$ cat config.mk
export PLATFORM = sky130hd
export DESIGN_NAME = pfx_classifier
export DESIGN_NICKNAME = d
export VERILOG_FILES = /design/src/rtl/pfx_pkg.sv /design/src/rtl/pfx_ctrl.sv /design/src/rtl/pfx_dpath.sv /design/src/rtl/pfx_classifier.sv
export SDC_FILE = /design/constraint.sdc
export NUM_CORES = 1
export LEC_CHECK = 0
export CAP_MARGIN = 5
export CORE_MARGIN = 2
export CORE_UTILIZATION = 47
export CTS_CLUSTER_SIZE = 14
export DETAILED_ROUTE_END_ITERATION = 16
export HOLD_SLACK_MARGIN = 0.05
export PLACE_DENSITY_LB_ADDON = 0.05
export SETUP_SLACK_MARGIN = 0.2
export SLEW_MARGIN = 20
export SYNTH_ARGS = -nofsm -noshare
export SYNTH_HDL_FRONTEND = slang
export SYNTH_SLANG_ARGS = --single-unit
$ cat constraint.sdc
create_clock -name clk -period 2 [get_ports clk]
set_input_delay 0.6 -clock clk [delete_from_list [all_inputs] [get_ports clk]]
set_output_delay 0.6 -clock clk [all_outputs]
set_load 0.03 [all_outputs]
$ cat src/rtl/pfx_pkg.sv
package pfx_pkg;
  localparam int NUM_PFX = 11;
  // bit i of the seen mask corresponds to byte PFX_TABLE[i*8 +: 8]
  localparam logic [NUM_PFX*8-1:0] PFX_TABLE = {
    8'h67, 8'h66, 8'h65, 8'h64, 8'h26, 8'h3E,
    8'h36, 8'h2E, 8'hF3, 8'hF2, 8'hF0};
  localparam int REP_IDX = 2;

  localparam logic [7:0] OP_ESC     = 8'h0F;
  localparam logic [7:0] OP_NOP     = 8'h90;
  localparam logic [7:0] OP_SCANFWD = 8'hBC;
  localparam logic [7:0] OP_SCANREV = 8'hBD;

  typedef enum logic [2:0] {
    CLS_OTHER   = 3'd0,
    CLS_NOP     = 3'd1,
    CLS_SCANREV = 3'd2,
    CLS_SCANFWD = 3'd3,
    CLS_LEADZ   = 3'd4,
    CLS_TRAILZ  = 3'd5
  } clsT;

  typedef struct packed {
    logic take;   // byte accepted this cycle
    logic mark;   // byte is a prefix to record
    logic done;   // byte ends the instruction
    logic fault;  // ended by the length ceiling
    clsT  cls;    // class to report when done
  } strobeT;
endpackage

$ cat src/rtl/pfx_ctrl.sv
module pfx_ctrl
  import pfx_pkg::*;
(
  input  logic       clk,
  input  logic       rst,
  input  logic       inValid,
  input  logic [7:0] inByte,
  input  logic       countMode,
  input  logic       isPrefix,
  input  logic       repSeen,
  input  logic       atLimit,
  output strobeT     strb
);
  typedef enum logic [1:0] {ST_LEAD, ST_ESC, ST_MODRM} stT;

  stT  stQ, stD;
  clsT pendQ, pendD;

  always_comb begin
    stD   = stQ;
    pendD = pendQ;
    strb  = '{take: 1'b0, mark: 1'b0, done: 1'b0, fault: 1'b0, cls: CLS_OTHER};
    strb.take = inValid;
    if (inValid) begin
      unique case (stQ)
        ST_LEAD: begin
          if (isPrefix) begin
            strb.mark = 1'b1;
          end else if (inByte == OP_NOP) begin
            strb.done = 1'b1;
            strb.cls  = CLS_NOP;
          end else if (inByte == OP_ESC) begin
            stD = ST_ESC;
          end else begin
            strb.done = 1'b1;
          end
        end
        ST_ESC: begin
          if (inByte == OP_SCANREV) begin
            pendD = (repSeen && countMode) ? CLS_LEADZ : CLS_SCANREV;
            stD   = ST_MODRM;
          end else if (inByte == OP_SCANFWD) begin
            pendD = (repSeen && countMode) ? CLS_TRAILZ : CLS_SCANFWD;
            stD   = ST_MODRM;
          end else begin
            strb.done = 1'b1;
          end
        end
        ST_MODRM: begin
          strb.done = 1'b1;
          strb.cls  = pendQ;
        end
        default: stD = ST_LEAD;
      endcase
      if (!strb.done && atLimit) begin
        strb.done  = 1'b1;
        strb.fault = 1'b1;
        strb.cls   = CLS_OTHER;
      end
      if (strb.done) stD = ST_LEAD;
    end
  end

  always_ff @(posedge clk) begin
    if (rst) begin
      stQ   <= ST_LEAD;
      pendQ <= CLS_OTHER;
    end else begin
      stQ   <= stD;
      pendQ <= pendD;
    end
  end

  AST_MODRM_FOLLOWS_ESC: assert property (@(posedge clk) disable iff (rst)
    stQ == ST_MODRM |-> $past(stQ) == ST_ESC);
  AST_PEND_IS_SCAN: assert property (@(posedge clk) disable iff (rst)
    stQ == ST_MODRM |-> pendQ inside {CLS_SCANREV, CLS_SCANFWD, CLS_LEADZ, CLS_TRAILZ});
  AST_COUNT_NEEDS_MODE: assert property (@(posedge clk) disable iff (rst)
    (stQ == ST_MODRM && pendQ inside {CLS_LEADZ, CLS_TRAILZ}) |-> $past(countMode));
endmodule

$ cat src/rtl/pfx_dpath.sv
module pfx_dpath
  import pfx_pkg::*;
#(
  parameter int MAX_LEN = 15,
  localparam int LEN_W  = $clog2(MAX_LEN + 1)
) (
  input  logic               clk,
  input  logic               rst,
  input  logic [7:0]         inByte,
  input  strobeT             strb,
  output logic               isPrefix,
  output logic               repSeen,
  output logic               atLimit,
  output logic               outValid,
  output clsT                outClass,
  output logic [NUM_PFX-1:0] outPrefixes,
  output logic [LEN_W-1:0]   outLength,
  output logic               outLenFault
);
  logic [NUM_PFX-1:0] hit;
  logic [NUM_PFX-1:0] seenQ;
  logic [NUM_PFX-1:0] seenNext;
  logic [LEN_W-1:0]   cntQ;

  for (genvar i = 0; i < NUM_PFX; i++) begin : g_pfx
    assign hit[i] = (inByte == PFX_TABLE[i*8 +: 8]);
  end

  assign isPrefix = |hit;
  assign repSeen  = seenQ[REP_IDX];
  assign atLimit  = (cntQ == LEN_W'(MAX_LEN - 1));
  assign seenNext = strb.mark ? (seenQ | hit) : seenQ;

  always_ff @(posedge clk) begin
    if (rst) begin
      seenQ       <= '0;
      cntQ        <= '0;
      outValid    <= 1'b0;
      outClass    <= CLS_OTHER;
      outPrefixes <= '0;
      outLength   <= '0;
      outLenFault <= 1'b0;
    end else begin
      outValid <= strb.take && strb.done;
      if (strb.take) begin
        if (strb.done) begin
          outClass    <= strb.cls;
          outPrefixes <= seenNext;
          outLength   <= cntQ + 1'b1;
          outLenFault <= strb.fault;
          seenQ       <= '0;
          cntQ        <= '0;
        end else begin
          seenQ <= seenNext;
          cntQ  <= cntQ + 1'b1;
        end
      end
    end
  end

  AST_RESET_QUIET: assert property (@(posedge clk)
    rst |=> !outValid);
  AST_RESTART_CLEAN: assert property (@(posedge clk) disable iff (rst)
    outValid |-> (cntQ == '0 && seenQ == '0));
  AST_LEN_RANGE: assert property (@(posedge clk) disable iff (rst)
    outValid |-> (outLength != '0 && outLength <= LEN_W'(MAX_LEN)));
  AST_FAULT_AT_CEIL: assert property (@(posedge clk) disable iff (rst)
    (outValid && outLenFault) |-> (outLength == LEN_W'(MAX_LEN) && outClass == CLS_OTHER));
  AST_COUNT_HAS_REP: assert property (@(posedge clk) disable iff (rst)
    (outValid && outClass inside {CLS_LEADZ, CLS_TRAILZ}) |-> outPrefixes[REP_IDX]);
  AST_SCAN_MIN_LEN: assert property (@(posedge clk) disable iff (rst)
    (outValid && outClass inside {CLS_SCANREV, CLS_SCANFWD, CLS_LEADZ, CLS_TRAILZ})
      |-> outLength >= LEN_W'(3));
endmodule

$ cat src/rtl/pfx_classifier.sv
module pfx_classifier
  import pfx_pkg::*;
#(
  parameter int MAX_LEN = 15,
  localparam int LEN_W  = $clog2(MAX_LEN + 1)
) (
  input  logic               clk,
  input  logic               rst,
  input  logic               inValid,
  output logic               inReady,
  input  logic [7:0]         inByte,
  input  logic               countMode,
  output logic               outValid,
  output logic [2:0]         outClass,
  output logic [NUM_PFX-1:0] outPrefixes,
  output logic [LEN_W-1:0]   outLength,
  output logic               outLenFault
);
  strobeT strb;
  logic   isPrefix;
  logic   repSeen;
  logic   atLimit;
  clsT    clsOut;

  assign inReady  = 1'b1;
  assign outClass = clsOut;

  pfx_ctrl ctrl_i (
    .clk       (clk),
    .rst       (rst),
    .inValid   (inValid),
    .inByte    (inByte),
    .countMode (countMode),
    .isPrefix  (isPrefix),
    .repSeen   (repSeen),
    .atLimit   (atLimit),
    .strb      (strb)
  );

  pfx_dpath #(.MAX_LEN(MAX_LEN)) dpath_i (
    .clk         (clk),
    .rst         (rst),
    .inByte      (inByte),
    .strb        (strb),
    .isPrefix    (isPrefix),
    .repSeen     (repSeen),
    .atLimit     (atLimit),
    .outValid    (outValid),
    .outClass    (clsOut),
    .outPrefixes (outPrefixes),
    .outLength   (outLength),
    .outLenFault (outLenFault)
  );
endmodule

### Word level (Yosys, flattened, before mapping)

Cells that the tools add are included.

| storage, ports and cells | value |
|---|---|
| register bits | 40 |
| input bits | 12 |
| output and inout port bits | 21 |
| word-level logic and storage cells | 73 |

| operators by class | value |
|---|---|
| $add $sub $neg | 1 |
| equal/unequal tests | 23 |
| mux-type cells | 29 |
| bitwise operators | 1 |
| reductions and logical operators | 10 |

Operators with widths:

| kind | number |
|---|---|
| $eq A8 B8 Y1 const B | 6 |
| $eq A8 B6 Y1 const B | 4 |
| $eq A8 B7 Y1 const B | 4 |
| $mux W11 | 2 |
| $mux W3 | 5 |
| $mux W2 | 6 |
| $or A11 B11 Y11 | 1 |
| $reduce_or A11 Y1 | 1 |
| $mux W5 | 2 |
| $mux W1 | 9 |
| $eq A8 B4 Y1 const B | 1 |
| $mux W6 | 1 |
| $ne A3 B3 Y1 const B | 2 |
| $pmux W2 S3 | 1 |
| $pmux W3 S2 | 1 |
| $reduce_and A6 Y1 | 1 |
| $add A4 B1 Y4 const B | 1 |
| $eq A4 B4 Y1 const B | 1 |
| $mux W4 | 1 |
| $ne A4 B1 Y1 const B | 1 |
| $logic_and A1 B1 Y1 | 3 |
| $ne A3 B1 Y1 const B | 1 |
| $pmux W1 S3 | 1 |
| $reduce_and A3 Y1 | 1 |
| 7 further kinds | 7 |

### Logic depth before layout (Yosys ltp)

| depth | value |
|---|---|
| word-level depth | 13 |
| mapped depth | 8 |
| depth with buffers taken out | 7 |

### By module

From an unflattened synthesis, not the netlist that was laid out.

| second synthesis, totals | value |
|---|---|
| cell total of the unflattened synthesis | 207 |
| area total of the unflattened synthesis | 1941.9 sq um |

By module, submodules not included:

| module | instances | cells each | area each (sq um) | sequential area each (sq um) |
|---|---|---|---|---|
| pfx_dpath | 1 | 157 | 1516.5 | 700.7 |
| pfx_ctrl | 1 | 48 | 414.1 | 100.1 |
| pfx_classifier | 1 | 2 | 11.3 | 0.0 |

### Least setup slack after synthesis

No wires, ideal clock.

| path | value |
|---|---|
| path kind | input to register |
| start point | in inByte[5] |
| end point | reg dpath_i.outLength[2] |
| library setup time | 0.140 ns |
| arrival | 1.848 ns |
| data required time | 1.860 ns |
| path slack | 0.012 ns |
| stages on the path | 7 |
| buffers on the path | 2 |
| cells stage by stage | and3b_1 buf_6 and3b_4 o31a_4 nor2_8 buf_12 a211oi_2 |

| between the ends | value |
|---|---|
| word-level cells in the longest chain between the ends | 12 |
| elaborated cells between the ends (all ways) | 29 |
| those cells by class | eq/ne: 15; mux: 10; reduce/logical: 4 |

RTL lines:

| what | RTL line | text |
|---|---|---|
| start, declared | pfx_classifier.sv:11 | `input logic [7:0] inByte,` |
| $eq A8 B4 Y1 | pfx_ctrl.sv:32 | `end else if (inByte == OP_ESC) begin` |
| $mux W1 | pfx_ctrl.sv:32 |  |
| $mux W1 | pfx_ctrl.sv:29 | `end else if (inByte == OP_NOP) begin` |
| $mux W1 | pfx_ctrl.sv:27 | `if (isPrefix) begin` |
| $pmux W1 S3 (*) | pfx_ctrl.sv:25 | `unique case (stQ)` |
| $mux W1 (*) | pfx_ctrl.sv:24 | `if (inValid) begin` |
| $logic_not A1 Y1 | pfx_ctrl.sv:55 | `if (!strb.done && atLimit) begin` |
| $logic_and A1 B1 Y1 | pfx_ctrl.sv:55 |  |
| $mux W5 (*) | pfx_ctrl.sv:55 |  |
| $mux W5 (*) | pfx_ctrl.sv:24 |  |
| $mux W6 (*) | pfx_ctrl.sv:24 |  |
| $reduce_and A2 Y1 (no line) (*) | n/a |  |
| end signal, assigned | pfx_dpath.sv:49 | `outLength <= cntQ + 1'b1;` |
| end, declared | pfx_dpath.sv:17 | `output logic [LEN_W-1:0] outLength,` |

Every way passes the cells marked *; elsewhere a longest branch is shown, timed or not. The select of a mux whose other input is x is not followed.
A chain may end at the register's enable or synchronous reset.

### Final worst setup path

| path | value |
|---|---|
| start point | in inByte[4] |
| end point | reg dpath_i.outLength[1] |

Same word-level chain as after synthesis.

==> results.toml <==
[logic_synthesis]
synth_edf_count = 0
postSynthAreaPerCell_um2 = 10.03
synth_top_cell_by_area = "dfxtp_1"
synth_commonest_cells = "dfxtp_1 (40), nor3_1 (16), a211oi_2 (10), a21oi_1 (10)"
synth.distinct_cells = 49
ys_seq_area_share_pct = 40.95
syn_area_um2 = 1956
ys_ff_latch = 40
netlist_instances = 195
synthArstFlopShare_pct = 0
yosysMostFrequentCell = "dfxtp_1"
netlist.area_leader.share_pct = 40.95
synth-main-ff-cell = "dfxtp_1"
syn_nets = 209
synthTopCellsByArea = "dfxtp_1 (41%), a211oi_2 (6.4%), nor3_1 (4.1%), a41oi_1 (4.0%), a21oi_2 (3.6%)"
yosysWarnings = 0

[place]
dpl_cell_area_um2 = 2600
gp_congestion = 0.9299
hpwl_mm = 3.872
port_buffers = 31
post-place-ws_ns = -0.5438

[route]
drc_errors = 0
detail_route.wl_per_cell_um = 16.80
dr.pass1.iters = 4
drt_iter0_markers = 89
viasPerCell = 5.712
ant_nets = 0
num_vias = 1805
wl_mm = 5.310

[global_route]
antenna_found_initial = 0
overflow = 0
busiest_layer = "met2"
grt_use_met1_pct = 28.40
grt_pass1_wl_mm = 8.480
grt_max_degree = 15
grt_pass1_vias = 1810
grtUsageTotal_pct = 24.78
use_met2_pct = 44.11
use_met3_pct = 4.708

[run]
cap_violations = 0

[sta]
hold_ws_ns = 0.4892
hold_violations = 0
setup_viol = 0
setup_ws_ns = 0.1955
rsz0062_at_grt = "true"
final.setup_skew_ns = 0.005884
finalCritPeriodShare_pct = 90.23
fmax_mhz = 554.2
report.final.slew_viol_count = 0
post-route-min-period_ns = 1.805

[die]
die_w_um = 68.51
core.rowCount = 23
die_area_um2 = 4693
ios = 33
core_area_um2 = 4000
initial_utilization_pct = 48.89
die_h_um = 68.51

[clock_network]
clk_path_buf_depth = 2
cts_tree = "built"
clk_root_buffer_cell = "clkbuf_8"
htreeDepth = 2
clock_sinks = 40
insertion_delay_ns = 0.30
numCtsBuffers = 5
clk_pin_slew_ns = 0.07

[cells_and_area]
area_growth_pct = 42.03
drive_gt1_share_pct = 40.60
n_antenna_cell = 0
n_fill_cell = 318
final_cell_area_um2 = 2778
fin_nets = 279

[worst_setup_path]
timing.rr.start = "dpath_i.cntQ[0]"
crit_path_end_kind = "flip-flop"
cp-start-kind = "input pin"
cp.required_ns = 2.21
crit_fanout = 12
r2r_cells = 8
r2r_setup_slack_ns = 0.27
worstSetupPathType = "input pin to flip-flop"
worst_r2r_endpoint = "dpath_i.outLength[1]"
cp_data_arrival_time_ns = 2.02

[power_and_ir_drop]
p_leak_uw = 0.001128
p_total_uw = 1683
peakVddDrop_mv = 0.3874
powerDensity_nw_per_um2 = 606.0

[hold_path]
holdPathStages = 2
hold_start = "dpath_i.outClass[0]"
whs_endpoint = "dpath_i.outClass[0]"
hold_path_class = "flip-flop to flip-flop"

[outcome]
status = "finished clean"
==> flip-flops by register name (all words and copies together) (netlist names) <==
signal,count
dpath_i.seenQ,11
ctrl_i.stQ,2
dpath_i.outClass,3
ctrl_i.pendQ,3
dpath_i.outLength,4
dpath_i.outLenFault,1
dpath_i.outPrefixes,11
dpath_i.cntQ,4
dpath_i.outValid,1
==> cells in the final DEF, fill, tap and decap left out, types with 3 or more instances in the layout <==
cell           Yosys  final
a211oi_1           6      5
a211oi_2          10     11
a21oi_1           10      9
a21oi_2            8      9
a41oi_1            9      7
buf_12             1      4
buf_2              0      6
buf_4              1     40
clkbuf_8           0      6
dfxtp_1           40     38
dlygate4sd2_1      0     20
inv_1              4      4
mux2i_1            4      4
nand2_1            5      5
nand2b_1           4      4
nand3_1            6      5
nand4_1            3      3
nor2_1             9      9
nor2b_1            4      3
nor3_1            16     10
nor3_2             0      5
o21ai_0            4      4
==> worst max-delay path: stages <==
cell,delay [ns]
buf_2,0.13
nor4bb_1,0.35
o2111a_2,0.34
o31a_4,0.18
nor2_8,0.05
buf_12,0.15
a211oi_2,0.21
==> worst max path at each step <==
| stage | start | endpoint | cells after the start |
|---|---|---|---|
| final | inByte[4] | dpath_i.outLength[1] | 7 |
| after global routing | ctrl_i.stQ[1] | dpath_i.outPrefixes[3] | 5 |
| after CTS | inByte[5] | dpath_i.outClass[1] | 7 |
| after detailed placement | inByte[1] | dpath_i.outClass[1] | 7 |
| after global placement | inByte[1] | dpath_i.outPrefixes[10] | 7 |
| after floorplan | inByte[5] | dpath_i.outLength[2] | 7 |
==> routing by layer <==
layer / vias up / share of wire, % / wire (um)
met3: 12 / 3.6 / 191
met5: - / 0 / 0
met1: 875 / 42 / 2239
li1: 878 / - / -
met4: 0 / 2.4 / 125
met2: 40 / 52 / 2754
==> metrics by stage <==
step                      std cells  util (%)  setup TNS [ns]
after floorplan                 195         -               0
after global placement          301     65.00          -15.60
after detailed placement        301     65.00          -17.14
after CTS                       315     67.91               0
after global routing            316     69.44               0
final                           316     69.44               0
==> final cells by class <==
type	count	area (um^2)	share of cell area (%)
clock buffers	8	90.09	3.243
inverters	4	15.01	0.5405
flip-flops and latches	40	803.3	28.92
repair buffers	76	648.1	23.33
multi-input cells	138	1159	41.71
well taps	50	62.56	2.252
==> power by group <==
group          leakage (uW)  switching, uW  total, uW  internal [uW]
clock             0.0000455            268        550            281
sequential         0.000326           9.99        825            815
combinational      0.000756            167        308            141
total               0.00113            445       1680           1240
==> repair_timing <==
action	in CTS	in global routing
hold buffers	0	0
setup buffers	6	1
resized for setup	62	16
endpoints found under the setup margin	59	28
pin swaps	5	6
==> kinds of logic (layout without fill, tap and decap cells) <==
family          Yosys count  in the layout  share of synthesized area (%)
xor+xnor                  2              2                         0.8959
buf+inv                  17             88                          6.014
flops                    40             40                          40.95
other cells               1              1                         0.1918
simple gates             69             69                          21.88
mux                       4              4                          2.047
compound gates           60             60                          26.74
fa+ha+maj                 2              2                          1.279
(Power assumes the default switching activity.)
